[src/rtl/seq011_pkg.sv]
package seq011_pkg;

  // States of the registered-output detector
  typedef enum logic [1:0] {
    MO_IDLE  = 2'd0,
    MO_ZERO  = 2'd1,
    MO_ZONE  = 2'd2,
    MO_FOUND = 2'd3
  } moore_st_t;

  // States of the input-decoded detector
  typedef enum logic [1:0] {
    ME_IDLE = 2'd0,
    ME_ZERO = 2'd1,
    ME_ZONE = 2'd2
  } mealy_st_t;

endpackage

[src/rtl/seq011_rst_sync.sv]
module seq011_rst_sync #(
  parameter int STAGES = 2
) (
  input  logic clk,
  input  logic rst_n,
  output logic rst_n_sync
);

  logic [STAGES-1:0] chain_q;

  always_ff @(posedge clk or negedge rst_n) begin
    if (!rst_n) chain_q <= '0;
    else        chain_q <= {chain_q[STAGES-2:0], 1'b1};
  end

  assign rst_n_sync = chain_q[STAGES-1];

endmodule

[src/rtl/seq011_moore_fsm.sv]
module seq011_moore_fsm
  import seq011_pkg::*;
(
  input  logic clk,
  input  logic rst_n,
  input  logic din,
  output logic hit
);

  moore_st_t state_q, state_d;
  logic      hit_q;

  // Next-state logic
  always_comb begin
    state_d = state_q;
    unique case (state_q)
      MO_IDLE:  state_d = din ? MO_IDLE : MO_ZERO;
      MO_ZERO:  state_d = din ? MO_ZONE : MO_ZERO;
      MO_ZONE:  state_d = din ? MO_FOUND : MO_ZERO;
      MO_FOUND: state_d = din ? MO_IDLE : MO_ZERO;
      default:  state_d = MO_IDLE;
    endcase
  end

  // State and output registers
  always_ff @(posedge clk or negedge rst_n) begin
    if (!rst_n) begin
      state_q <= MO_IDLE;
      hit_q   <= 1'b0;
    end else begin
      state_q <= state_d;
      hit_q   <= (state_d == MO_FOUND);
    end
  end

  assign hit = hit_q;

endmodule

[src/rtl/seq011_mealy_fsm.sv]
module seq011_mealy_fsm
  import seq011_pkg::*;
(
  input  logic clk,
  input  logic rst_n,
  input  logic din,
  output logic hit
);

  mealy_st_t state_q, state_d;

  // Next-state logic
  always_comb begin
    state_d = state_q;
    case (state_q)
      ME_IDLE: state_d = din ? ME_IDLE : ME_ZERO;
      ME_ZERO: state_d = din ? ME_ZONE : ME_ZERO;
      ME_ZONE: state_d = din ? ME_IDLE : ME_ZERO;
      default: state_d = ME_IDLE;
    endcase
  end

  // State register
  always_ff @(posedge clk or negedge rst_n) begin
    if (!rst_n) state_q <= ME_IDLE;
    else        state_q <= state_d;
  end

  // Output decoded from the present state and the live input
  assign hit = (state_q == ME_ZONE) && din;

endmodule

[src/rtl/seq011_detector.sv]
module seq011_detector #(
  parameter int RST_STAGES = 2
) (
  input  logic clk,
  input  logic rst_n,
  input  logic din,
  output logic hit_moore,
  output logic hit_mealy
);

  logic rst_n_int;

  seq011_rst_sync #(.STAGES(RST_STAGES)) u_rst (
    .clk        (clk),
    .rst_n      (rst_n),
    .rst_n_sync (rst_n_int)
  );

  seq011_moore_fsm u_moore (
    .clk   (clk),
    .rst_n (rst_n_int),
    .din   (din),
    .hit   (hit_moore)
  );

  seq011_mealy_fsm u_mealy (
    .clk   (clk),
    .rst_n (rst_n_int),
    .din   (din),
    .hit   (hit_mealy)
  );

endmodule

[config.mk]
export PLATFORM = sky130hd
export DESIGN_NAME = seq011_detector
export DESIGN_NICKNAME = d
export VERILOG_FILES = /design/src/rtl/seq011_pkg.sv /design/src/rtl/seq011_rst_sync.sv /design/src/rtl/seq011_moore_fsm.sv /design/src/rtl/seq011_mealy_fsm.sv /design/src/rtl/seq011_detector.sv
export SDC_FILE = /design/constraint.sdc
export NUM_CORES = 1
export LEC_CHECK = 0
export BUFFER_PORTS_ARGS = -buffer_cell sky130_fd_sc_hd__buf_2
export CELL_PAD_IN_SITES_DETAIL_PLACEMENT = 0
export CELL_PAD_IN_SITES_GLOBAL_PLACEMENT = 1
export CORE_AREA = 4 4 41 43
export CTS_CLUSTER_DIAMETER = 50
export CTS_CLUSTER_SIZE = 30
export DETAILED_ROUTE_END_ITERATION = 7
export DIE_AREA = 0 0 45 47
export GPL_TIMING_DRIVEN = 1
export MAX_ROUTING_LAYER = met4
export PLACE_DENSITY = 0.47
export REMOVE_ABC_BUFFERS = 1
export SLEW_MARGIN = 20
export SYNTH_ARGS = -nofsm -noshare
export SYNTH_HDL_FRONTEND = slang
export SYNTH_HIERARCHICAL = 1
export SYNTH_SLANG_ARGS = --single-unit
[constraint.sdc]
create_clock -name clk -period 1.5 [get_ports clk]
set_input_delay 0.15 -clock clk [delete_from_list [all_inputs] [get_ports clk]]
set_output_delay 0.15 -clock clk [all_outputs]
set_load 0.01 [all_outputs]
# Yosys cells after proc, flatten, opt, wreduce, memory -nomap -nowiden
# Cells that the tools add are included.
[classes] n_eq_ne=6 mux=5 reduce_logical=5
[op_table] operator="$eq 2x2->1 const B" n=4
[op_table] operator="$pmux 2 s3" n=1
[op_table] operator="$eq 2x1->1 const B" n=2
[op_table] operator="$logic_not 2->1" n=2
[op_table] operator="$mux 2" n=2
[op_table] operator="$pmux 2 s2" n=1
[op_table] operator="$reduce_or 2->1" n=2
[op_table] operator="$logic_and 1x1->1" n=1
[op_table] operator="$mux 1" n=1
[totals] ff_bits=7 inputBits=3 out_inout_bits=2

# Logic depth before layout (Yosys ltp)
# Gate-level depths: netlist of run 1.
[depth] ltp_word=4 mapped_depth=4 mapped_depth_nobuf=4

# By module
# Netlist of run 1, hierarchy kept.
[by_module_without_submodules] module="seq011_moore_fsm" instances=1 cells_per_inst=12 area_each_um2=136.4 seq_area_each_um2=75.1
[by_module_without_submodules] module="seq011_mealy_fsm" instances=1 cells_per_inst=5 area_each_um2=72.6 seq_area_each_um2=50.0
[by_module_without_submodules] module="seq011_rst_sync" instances=1 cells_per_inst=3 area_each_um2=53.8 seq_area_each_um2=50.0

# Worst setup path before layout of run 1
# Ideal clock, no wire load.
[synth_timing] path_type="reg2reg" startpoint="reg u_moore.state_q[0]" endpoint="reg u_moore.state_q[0]" arrival_time_ps=780 path_slack_ps=594 stages_incl_launch_ff=5 n_path_buf=0 synth_period_minus_slack_ps=906 cell_sequence="dfrtp_1 > inv_1 > ha_1 > nor2_1 > o22ai_1"
[synth_between] elab_chain_cells=3 word_cells_on_any_way=6 cone_classes="eq/ne: 3; mux: 1; reduce/logical: 2"
[synth_rtl] element="start: declaration" line="seq011_moore_fsm.sv:10" rtl="moore_st_t state_q, state_d;"
[synth_rtl] element="start signal: assignment" line="seq011_moore_fsm.sv:31" rtl="state_q <= state_d;"
[synth_rtl] element="$eq 2x2->1 or $logic_not 2->1 (tied branches)" line="seq011_moore_fsm.sv:16" rtl="unique case (state_q)"
[synth_rtl] element="$reduce_or 2->1 (no source line)"
[synth_rtl] element="$pmux 2 s3 *" line="seq011_moore_fsm.sv:16"
[synth_rtl] element="via u_moore.state_d[0]" line="seq011_moore_fsm.sv:10"
# Mark *: on every way through the listed nets, which the timed path passes. The rest lies on a longest branch.

# Final worst setup path of run 1
[layout_timing] startpoint="reg u_mealy.state_q[0]" endpoint="out hit_mealy"
[layout_between] elab_chain_cells=2
[layout_rtl] element="start: declaration" line="seq011_mealy_fsm.sv:10" rtl="mealy_st_t state_q, state_d;"
[layout_rtl] element="start signal: assignment" line="seq011_mealy_fsm.sv:26" rtl="else state_q <= state_d;"
[layout_rtl] element="$eq 2x2->1" line="seq011_mealy_fsm.sv:30" rtl="assign hit = (state_q == ME_ZONE) && din;"
[layout_rtl] element="$logic_and 1x1->1" line="seq011_mealy_fsm.sv:30"
[layout_rtl] element="end: declaration" line="seq011_detector.sv:8" rtl="output logic hit_mealy"
# No other way between the ends.

==> results.md, run 1 <==
- VDD IR max: between 400 and 500 uV
- Final WS setup: 402 ps
- Antenna cells: 0
- Hold WC Path Type: register to asynchronous set/reset pin
- Clock transition at path regs: ~50 ps
- Row cnt: 13
- Critical path fanouts, max: 3
- TritonCTS clock tree: yes
- DP HPWL: 315 um
- Mapped Area: about 260 um2
- Die Width: between 40 and 50 um
- Crit path time final: 1100 ps
- Worst-Skew Late Latency: between 200 and 300 ps
- Max Freq: just over 900 MHz
- Filler instances: 150
- Ports: 5
- Initial DRT Pass Iterations: 2
- Final setup violation count: 0
- Outcome: complete, no violations
- P&R area growth vs syn: 28.6%
- Core Region: roughly 1300 um2
- Critical path endpoint category: output port
- Netlist cell types: 10
- CTS Root Cell: clkbuf_4
- CTS buffer count: 3
- Unrepaired setup endpoints after global routing: false
- H-tree depth: 1
- Crit Reg-Reg Endpoint: u_moore/state_q[0]
- Initial antenna violation count: 0
- 1st-iter DRT viols: 1
- Critical path class: register to output port
- Cells after DPL: 39
- Final Power: about 0.00052 W
- DRC: 0
- Final Hold Vio Count: 0
- FF+latch count, synth: 7
- Vias: about 170
- Port bufs: 4
- Worst R2R Start: u_moore/state_q[0]
- Post-route ant nets: 0
- Clock Skew: 0.703 ps
- Most frequent cells after synthesis: dfrtp_1 (7), inv_1 (3), and3b_1 (2), ha_1 (2)
- GRT Residual Overflow: 0
- Fin crit share: 0.732
- Seq/Total Area, Yosys: 0.667
- R2r setup slk: about 550 ps
- Crit start category: register
- Final WL: ~400 um
- Placer Congestion: about 0.62
- Drt wl/cell: 9.25 um
- Ys async rst share: 1.00
- Final #Nets: 35
- Die Y: 47 um
- Dominant synthesized flop cell: dfrtp_1
- Max-slew violation count: 0
- First-pass GRT wire length: ~670 um
- Post-synth top area share: 0.667
- Fin cells: 44
- Number of synthesized flops with an enable pin: 0
- YS warnings: 6
- Synth area leader: dfrtp_1
- CTS Buffer Depth: 2
- Total GRT Usage: 0.0510
- Vias in the first global route: 158
- Pwr dens: 1540 nW/um2
- Post-synthesis area per instance: between 10 and 15 um2
- Most numerous cell in the Yosys netlist: dfrtp_1
- Largest net degree at the start of global routing: 7
- Vias per cell: ~3.8
- Initial Utilization: 0.202
- Leak: approximately 0.17 nW
- Critical path required time: 1350 ps
- Total Die Area: 2120 um2
- Max cap viols: 0
- Min Hold Slack: 82.3 ps
- Post-synthesis cell count: 20
- DP Worst Slack: 552 ps
- R2R depth: 4
- Clock Sinks: 7
- Fraction of layout cells with a size suffix above 1: 0.241
- Critical path arrival: 950 ps
- Top post-synthesis cells by area: dfrtp_1 (67%), ha_1 (9.5%), and3b_1 (6.7%)
- Setup TNS: 0 ps
-- final cells by class --
class | instances | area (um2) | share of cell area
flip-flops and latches | 7 | 175 | 0.519
multi-input cells | 10 | 76.3 | 0.226
repair buffers | 5 | 30.0 | 0.0889
clock buffers | 4 | 26.3 | 0.0778
well taps | 15 | 18.8 | 0.0556
inverters | 3 | 11.3 | 0.0333
-- layer usage --
| metal | global-route usage | up-vias | share of wire |
|---|---|---|---|
| met5 | - | - | 0 |
| met4 | 0.0526 | 0 | 0.037 |
| met3 | 0.0230 | 2 | 0.054 |
| met2 | 0.0706 | 5 | 0.46 |
| met1 | 0.0512 | 78 | 0.44 |
| li1 | - | 80 | - |
-- power by group --
| part | switching (W) | internal (W) | leakage [nW] |
|---|---|---|---|
| sequential | 0.0000181 | 0.000222 | 0.0874 |
| clock | 0.0000667 | 0.000101 | 0.0150 |
| combinational | 0.0000590 | 0.0000521 | 0.0717 |
| total | 0.000144 | 0.000376 | 0.174 |
-- cells in the final DEF (no fill, tap or decap), drive strengths merged --
master       count
nor2             1
inv              3
dlygate4sd3      1
o21a             1
ha               2
and3b            2
nor3b            1
a21oi            1
clkbuf           4
conb             1
buf              4
dfrtp            7
o22ai            1
-- worst max-delay path by stage --
stage                             from  cells after the start            endpoint  slack [ps]
floorplan           u_moore/state_q[0]                      4  u_moore/state_q[0]         590
global placement    u_moore/state_q[0]                      4  u_moore/state_q[0]         580
detailed placement  u_moore/state_q[0]                      4  u_moore/state_q[0]         550
CTS                 u_mealy/state_q[0]                      2           hit_mealy         390
global route        u_mealy/state_q[0]                      2           hit_mealy         340
finish              u_mealy/state_q[0]                      2           hit_mealy         400
-- state kept, by name, summed over array words and instances (netlist names) --
name	flops
u_mealy/state_q	2
u_moore/state_q	2
u_rst/chain_q	2
u_moore/hit	1
-- worst max-delay path, cell delays in order, from the launching register on --
cell     delay (ps)
dfrtp_1         380
and3b_1         200
buf_2           120
-- cells by family (layout without fill, tap and decap cells) --
family,count (synthesis),after routing,synth area share
buf+inv,3,12,0.0429
compound gates,3,3,0.0714
simple gates,4,4,0.110
flops,7,7,0.667
other cells,1,1,0.0143
fa+ha+maj,2,2,0.0952
-- timing repair --
item                                    CTS  global route
gates resized for setup                   0             0
endpoints found under the setup margin    0             0
hold endpoints to repair                  2             0
hold buffers                              1             0
buffers inserted                          0             0
-- metrics by stage --
stage	cell area (um2)	util
2_1_floorplan	263	-
3_3_place_gp	302	0.232
3_5_place_dp	302	0.232
4_1_cts	338	0.260
5_1_grt	338	0.260
6_report	338	0.260
No activity file was read; power rests on OpenSTA's default activity.
==> run 2: changes to the inputs <==
--- a/config.mk
+++ b/config.mk
@@ -15,7 +15,7 @@
 export DIE_AREA = 0 0 45 47
 export GPL_TIMING_DRIVEN = 1
 export MAX_ROUTING_LAYER = met4
-export PLACE_DENSITY = 0.47
+export PLACE_DENSITY = 0.48
 export REMOVE_ABC_BUFFERS = 1
 export SLEW_MARGIN = 20
 export SYNTH_ARGS = -nofsm -noshare
==> constraint.sdc (replaced) <==
create_clock -name clk -period 1 [get_ports clk]
set_input_delay 0.1 -clock clk [delete_from_list [all_inputs] [get_ports clk]]
set_output_delay 0.1 -clock clk [all_outputs]
set_load 0.01 [all_outputs]
==> run 2 against run 1 <==
The run now ends with setup timing left. Sequential cell count unchanged. Die area unchanged. Final cell count increased by 2.3%. Wire length grew 7.6%. Sequential power rose by 50%. Utilization rose by 0.96 points. Combinational power rose by 59%. Final area up 3.7%. Sequential share of layout area down 1.9 points.
==> results.md, run 2 (same netlist as run 1, synthesis figures left out) <==
- Outcome: finished with violations
- Violated checks: setup timing
- Vias per cell: 3.87 (+3.1%)
- DP Worst Slack: 49.0 ps (-503 ps)
- Placed instance area: 302 um2 (unchanged)
- Crit path time final: roughly 1100 ps
- Fraction of layout cells with a size suffix above 1: 0.300 (+0.0586)
- Placer Congestion: 0.574 (-7.2%)
- Largest net degree at the start of global routing: 7 (unchanged)
- Max cap viols: 0 (unchanged)
- Die Y: 47 um (unchanged)
- Unrepaired setup endpoints after global routing: true
- R2r setup slk: 30 ps (-520 ps)
- CTS Root Cell: clkbuf_4
- Final #Nets: 36 (+2.9%)
- Critical path arrival: 960 ps (about the same)
- TritonCTS clock tree: yes
- Worst path max stage delay: 380 ps (about the same)
- DRC: 0 (unchanged)
- Vias in the first global route: 177 (+12%)
- Final WL: 438 um (+7.6%)
- Critical path fanouts, max: 2 (-1)
- Crit Reg-Reg Endpoint: u_moore/state_q[0]
- Most frequent cells in the layout: dfrtp_1 (7), buf_2 (4), clkbuf_4 (3), inv_1 (3)
- Clock Skew: 4.60 ps (+3.90 ps)
- Total Die Area: 2120 um2 (unchanged)
- Critical path required time: 900 ps (-450 ps)
- Antenna cells: 0 (unchanged)
- Initial Utilization: 0.202 (unchanged)
- VDD IR max: 605 uV (+47%)
- Die Width: 45 um (unchanged)
- Post-route ant nets: 0 (unchanged)
- P&R area growth vs syn: 33.3%
- R2R depth: 4 (unchanged)
- Initial antenna violation count: 0 (unchanged)
- Fin area: 350 um2 (+3.7%)
- H-tree depth: 1 (unchanged)
- Final Hold Vio Count: 0 (unchanged)
- Core Region: 1300 um2 (unchanged)
- Drt wl/cell: 9.73 um (+5.2%)
- First-pass GRT wire length: 786 um (+17%)
- 1st-iter DRT viols: 1 (unchanged)
- Min Hold Slack: 73.1 ps (-9.17 ps)
- Critical path class: register to output port
- CP Cell Sequence: and3b_1 > buf_2
- Biggest registers after layout: u_mealy/state_q (2), u_moore/state_q (2), u_rst/chain_q (2)
- Worst-Skew Late Latency: 250 ps (about the same)
- Clock Sinks: 7 (unchanged)
- Hold WC Path Type: register to asynchronous set/reset pin
- Final WS setup: -61.9 ps (-464 ps)
- Most common cell after layout, fill and taps aside: dfrtp_1
- Max Freq: approximately 940 MHz
- Row cnt: 13 (unchanged)
- Ports: 5 (unchanged)
- Critical path endpoint category: output port
- Max-slew violation count: 0 (unchanged)
- Pwr dens: 2270 nW/um2 (+47%)
- Crit start category: register
- Initial DRT Pass Iterations: 3 (+1)
- Port bufs: 4 (unchanged)
- Clock transition at path regs: 50 ps (about the same)
- CTS Buffer Depth: 2 (unchanged)
- Fin crit share: 1.06
- Final setup violation count: 1 (+1)
- GRT Residual Overflow: 0 (unchanged)
- Leak: 0.180 nW (+3.6%)
- Worst R2R Start: u_moore/state_q[0]
- Vias: 174 (+5.5%)
- CP max-delay cell: dfrtp_1
- Final Power: 0.000794 W (+53%)
- Total GRT Usage: 0.0616 (+0.0106)
- CTS buffer count: 3 (unchanged)
==> run 2: cell count changes in the layout (fill, tap and decap cells not counted), sizes merged <==
cell  change
buf       +1
==> run 2: report_power, final <==
| group | internal (W) | leakage, nW | switching (W) | total, W |
|---|---|---|---|---|
| clock | 0.000152 | 0.0150 | 0.000104 | 0.000256 |
| combinational | 0.0000817 | 0.0781 | 0.0000940 | 0.000176 |
| sequential | 0.000334 | 0.0874 | 0.0000278 | 0.000361 |
| total | 0.000568 | 0.180 | 0.000226 | 0.000794 |
==> run 2: how the worst max path moves through the flow <==
stage	start	to	slack, ps	cells after the start
floorplan	u_moore/state_q[0]	u_moore/state_q[0]	90	4
global placement	u_moore/state_q[0]	u_moore/state_q[0]	70	4
detailed placement	u_moore/state_q[0]	u_moore/state_q[0]	50	4
CTS	u_mealy/state_q[0]	hit_mealy	-80	2
global route	u_mealy/state_q[0]	hit_mealy	-110	2
finish	u_mealy/state_q[0]	hit_mealy	-60	2
==> run 2: worst max-delay path, delay by kind of cell, from the launching register on <==
family | cells | cell delay (ps)
flops | 1 | 380
simple gates | 1 | 210
buf+inv | 1 | 130
==> run 2: metal layers <==
metal,part of all wire,up-vias,GRT usage
met1,0.42,83,0.0603
met4,0.032,0,0.0877
met3,0.089,2,0.0345
met2,0.45,6,0.0706
li1,-,83,-
met5,0,-,-
==> run 2: cell type report <==
| class | instances | area [um2] |
|---|---|---|
| fillers | 152 | 951 |
| flip-flops and latches | 7 | 175 |
| multi-input cells | 10 | 81.3 |
| repair buffers | 6 | 37.5 |
| clock buffers | 4 | 26.3 |
| well taps | 15 | 18.8 |
| inverters | 3 | 11.3 |
==> run 2: what timing repair did <==
action / 4_1_cts / 5_1_grt
buffers inserted: 0 / 1
gates cloned: 0 / 0
pin swaps: 0 / 0
hold buffers: 1 / 0
endpoints found under the setup margin: 1 / 2
gates resized for setup: 0 / 1
hold endpoints to repair: 2 / 0
==> run 2: through the flow <==
step	util	TNS, ps	cells
2_1_floorplan	-	0	20
3_3_place_gp	0.232	0	39
3_5_place_dp	0.232	0	39
4_1_cts	0.260	-79.7	44
5_1_grt	0.269	-141	45
6_report	0.269	-61.9	45
==> run 3: changes to the inputs <==
--- a/config.mk
+++ b/config.mk
@@ -9,13 +9,14 @@
 export CELL_PAD_IN_SITES_DETAIL_PLACEMENT = 0
 export CELL_PAD_IN_SITES_GLOBAL_PLACEMENT = 1
 export CORE_AREA = 4 4 41 43
+export CTS_BUF_LIST = sky130_fd_sc_hd__clkbuf_16
 export CTS_CLUSTER_DIAMETER = 50
 export CTS_CLUSTER_SIZE = 30
 export DETAILED_ROUTE_END_ITERATION = 7
 export DIE_AREA = 0 0 45 47
 export GPL_TIMING_DRIVEN = 1
 export MAX_ROUTING_LAYER = met4
-export PLACE_DENSITY = 0.48
+export PLACE_DENSITY_LB_ADDON = 0.1
 export REMOVE_ABC_BUFFERS = 1
 export SLEW_MARGIN = 20
 export SYNTH_ARGS = -nofsm -noshare
==> run 3 against run 2 <==
Combinational power shrank 3%. Power up 51%. Worst setup slack improved by 52 ps. Sequential cell count did not move. Non-clock buffer count is 1 higher. Final cell count grew 2.2%. The flow still finishes with violations (setup timing). First-iteration DRC count increased to 3.0 times the previous value. Count of clock-buffer cells in the layout is 1 lower. Global-route usage down 0.41 points.
==> results.md, run 3 (same netlist as run 1, synthesis figures left out) <==
- Critical path fanouts, max: 2 (unchanged)
- Crit start category: register
- CTS Root Cell: clkbuf_16
- Final WL: 428 um (-2.3%)
- Core Region: 1300 um2 (unchanged)
- Critical path endpoint category: output port
- Placer Congestion: 0.567 (-1.2%)
- GRT Residual Overflow: 0 (unchanged)
- Total Die Area: 2120 um2 (unchanged)
- Clock transition at path regs: 40 ps (about the same)
- Die Width: 45 um (unchanged)
- Port bufs: 4 (unchanged)
- Initial DRT Pass Iterations: 3 (unchanged)
- Initial Utilization: 0.202 (unchanged)
- DRC: 0 (unchanged)
- Antenna cells: 0 (unchanged)
- Most frequent cells in the layout: dfrtp_1 (7), inv_1 (4), buf_2 (4), clkbuf_16 (3)
- Initial antenna violation count: 0 (unchanged)
- Final Hold Vio Count: 0 (unchanged)
- Outcome: finished with violations
- CTS Buffer Depth: 2 (unchanged)
- Setup TNS: -10.4 ps (+51.6 ps)
- Row cnt: 13 (unchanged)
- H-tree depth: 1 (unchanged)
- Crit path max-delay family: flip-flops
- WP buf/inv: 1 (unchanged)
- TritonCTS clock tree: yes
- Fin crit share: 1.01 (-0.0516)
- Critical path class: register to output port
- Drt wl/cell: 9.30 um (-4.4%)
- Hold WC Path Type: register to asynchronous set/reset pin
- DP HPWL: about 300 um
- Total GRT Usage: 0.0576 (-0.00406)
- Final #Nets: 37 (+2.8%)
- Critical path arrival: 910 ps (-50 ps)
- Leak: 0.211 nW (+17%)
- Ports: 5 (unchanged)
- Final setup violation count: 1 (unchanged)
- First-pass GRT wire length: 696 um (-11%)
- Max-slew violation count: 0 (unchanged)
- VDD IR max: 1610 uV (+170%)
- Violated checks: setup timing
- Fraction of layout cells with a size suffix above 1: 0.290 (-0.00968)
- Clock Sinks: 7 (unchanged)
- Biggest registers after layout: u_mealy/state_q (2), u_moore/state_q (2), u_rst/chain_q (2)
- Critical path required time: 900 ps (about the same)
- CP max-delay cell: dfrtp_1
- Vias: 174 (unchanged)
- Crit path time final: 1010 ps (-51.6 ps)
- Die Y: 47 um (unchanged)
- CP Cell Sequence: and3b_1 > buf_2
- CTS buffer count: 3 (unchanged)
- Final WS setup: -10.4 ps (+51.6 ps)
- Worst path max stage delay: 360 ps (-20 ps)
- P&R area growth vs syn: 54.3%
- Most common cell after layout, fill and taps aside: dfrtp_1
- Unrepaired setup endpoints after global routing: true
- Clock Skew: 3.75 ps (-0.850 ps)
- 1st-iter DRT viols: 3 (+2)
- Max cap viols: 0 (unchanged)
- Pwr dens: 2960 nW/um2 (+31%)
- Largest net degree at the start of global routing: 7 (unchanged)
- Gates resized, CTS repair: 0 (unchanged)
- Worst-Skew Late Latency: 230 ps (-20 ps)
- Vias per cell: 3.78 (-2.2%)
- Final core utilization: 0.312 (+0.0423)
- Post-route ant nets: 0 (unchanged)
- Vias in the first global route: 145 (-18%)
- Max Freq: 990 MHz (+5.1%)
==> run 3: cell count changes in the layout (fill, tap and decap cells not counted), sizes merged <==
cell	before	now
buf	5	6
clkbuf	4	3
inv	3	4
==> run 3: power breakdown <==
group          switching [W]  total [W]  internal [W]
Combinational      0.0000882   0.000171     0.0000830
Sequential         0.0000274   0.000362      0.000335
Clock               0.000147   0.000667      0.000520
==> run 3: area by class of cell <==
type / instances / area, um2
clock buffers: 3 / 75.1
clock inverters: 1 / 3.75
repair buffers: 7 / 45.0
flip-flops and latches: 7 / 175
multi-input cells: 10 / 76.3
inverters: 3 / 11.3
well taps: 15 / 18.8
fillers: 147 / 896
==> run 3: worst paths after layout <==
check                           depth (start not counted)                 end  slack (ps)          startpoint
worst max-delay path                                    2           hit_mealy         -10  u_mealy/state_q[0]
worst min-delay path                                    0  u_moore/state_q[1]          80    u_rst/chain_q[1]
worst max register to register                          3  u_moore/state_q[0]          50  u_moore/state_q[1]
worst min register to register                          0  u_moore/state_q[1]          80    u_rst/chain_q[1]
max in group asynchronous                               2    u_rst/chain_q[0]         720               rst_n
min in group clk                                        2  u_mealy/state_q[0]         100                 din
==> run 3: per-stage QoR <==
step	setup WS, ps	std cells	hold slack, ps	total power, W	cell area [um2]
6_report	-10.4	46	79.5	0.00120	405
3_5_place_dp	33.3	39	-113	0.000528	302
2_1_floorplan	94.1	20	-196	0.000482	263
5_1_grt	-34.9	46	92.6	0.00127	405
3_3_place_gp	58.3	39	-115	0.000520	302
4_1_cts	-13.8	45	90.2	0.00121	398
==> run 3: what timing repair did <==
action,4_1_cts,5_1_grt
endpoints found under the hold margin,2,0
hold buffers,1,0
pin swaps,0,3
buffers inserted,1,1
endpoints found under the setup margin,1,2
==> run 3: per-layer routing <==
metal,track usage,share of wire
met1,0.0465,0.43
met2,0.0734,0.45
met3,0.0690,0.11
met4,0.0351,0.0093
met5,-,0
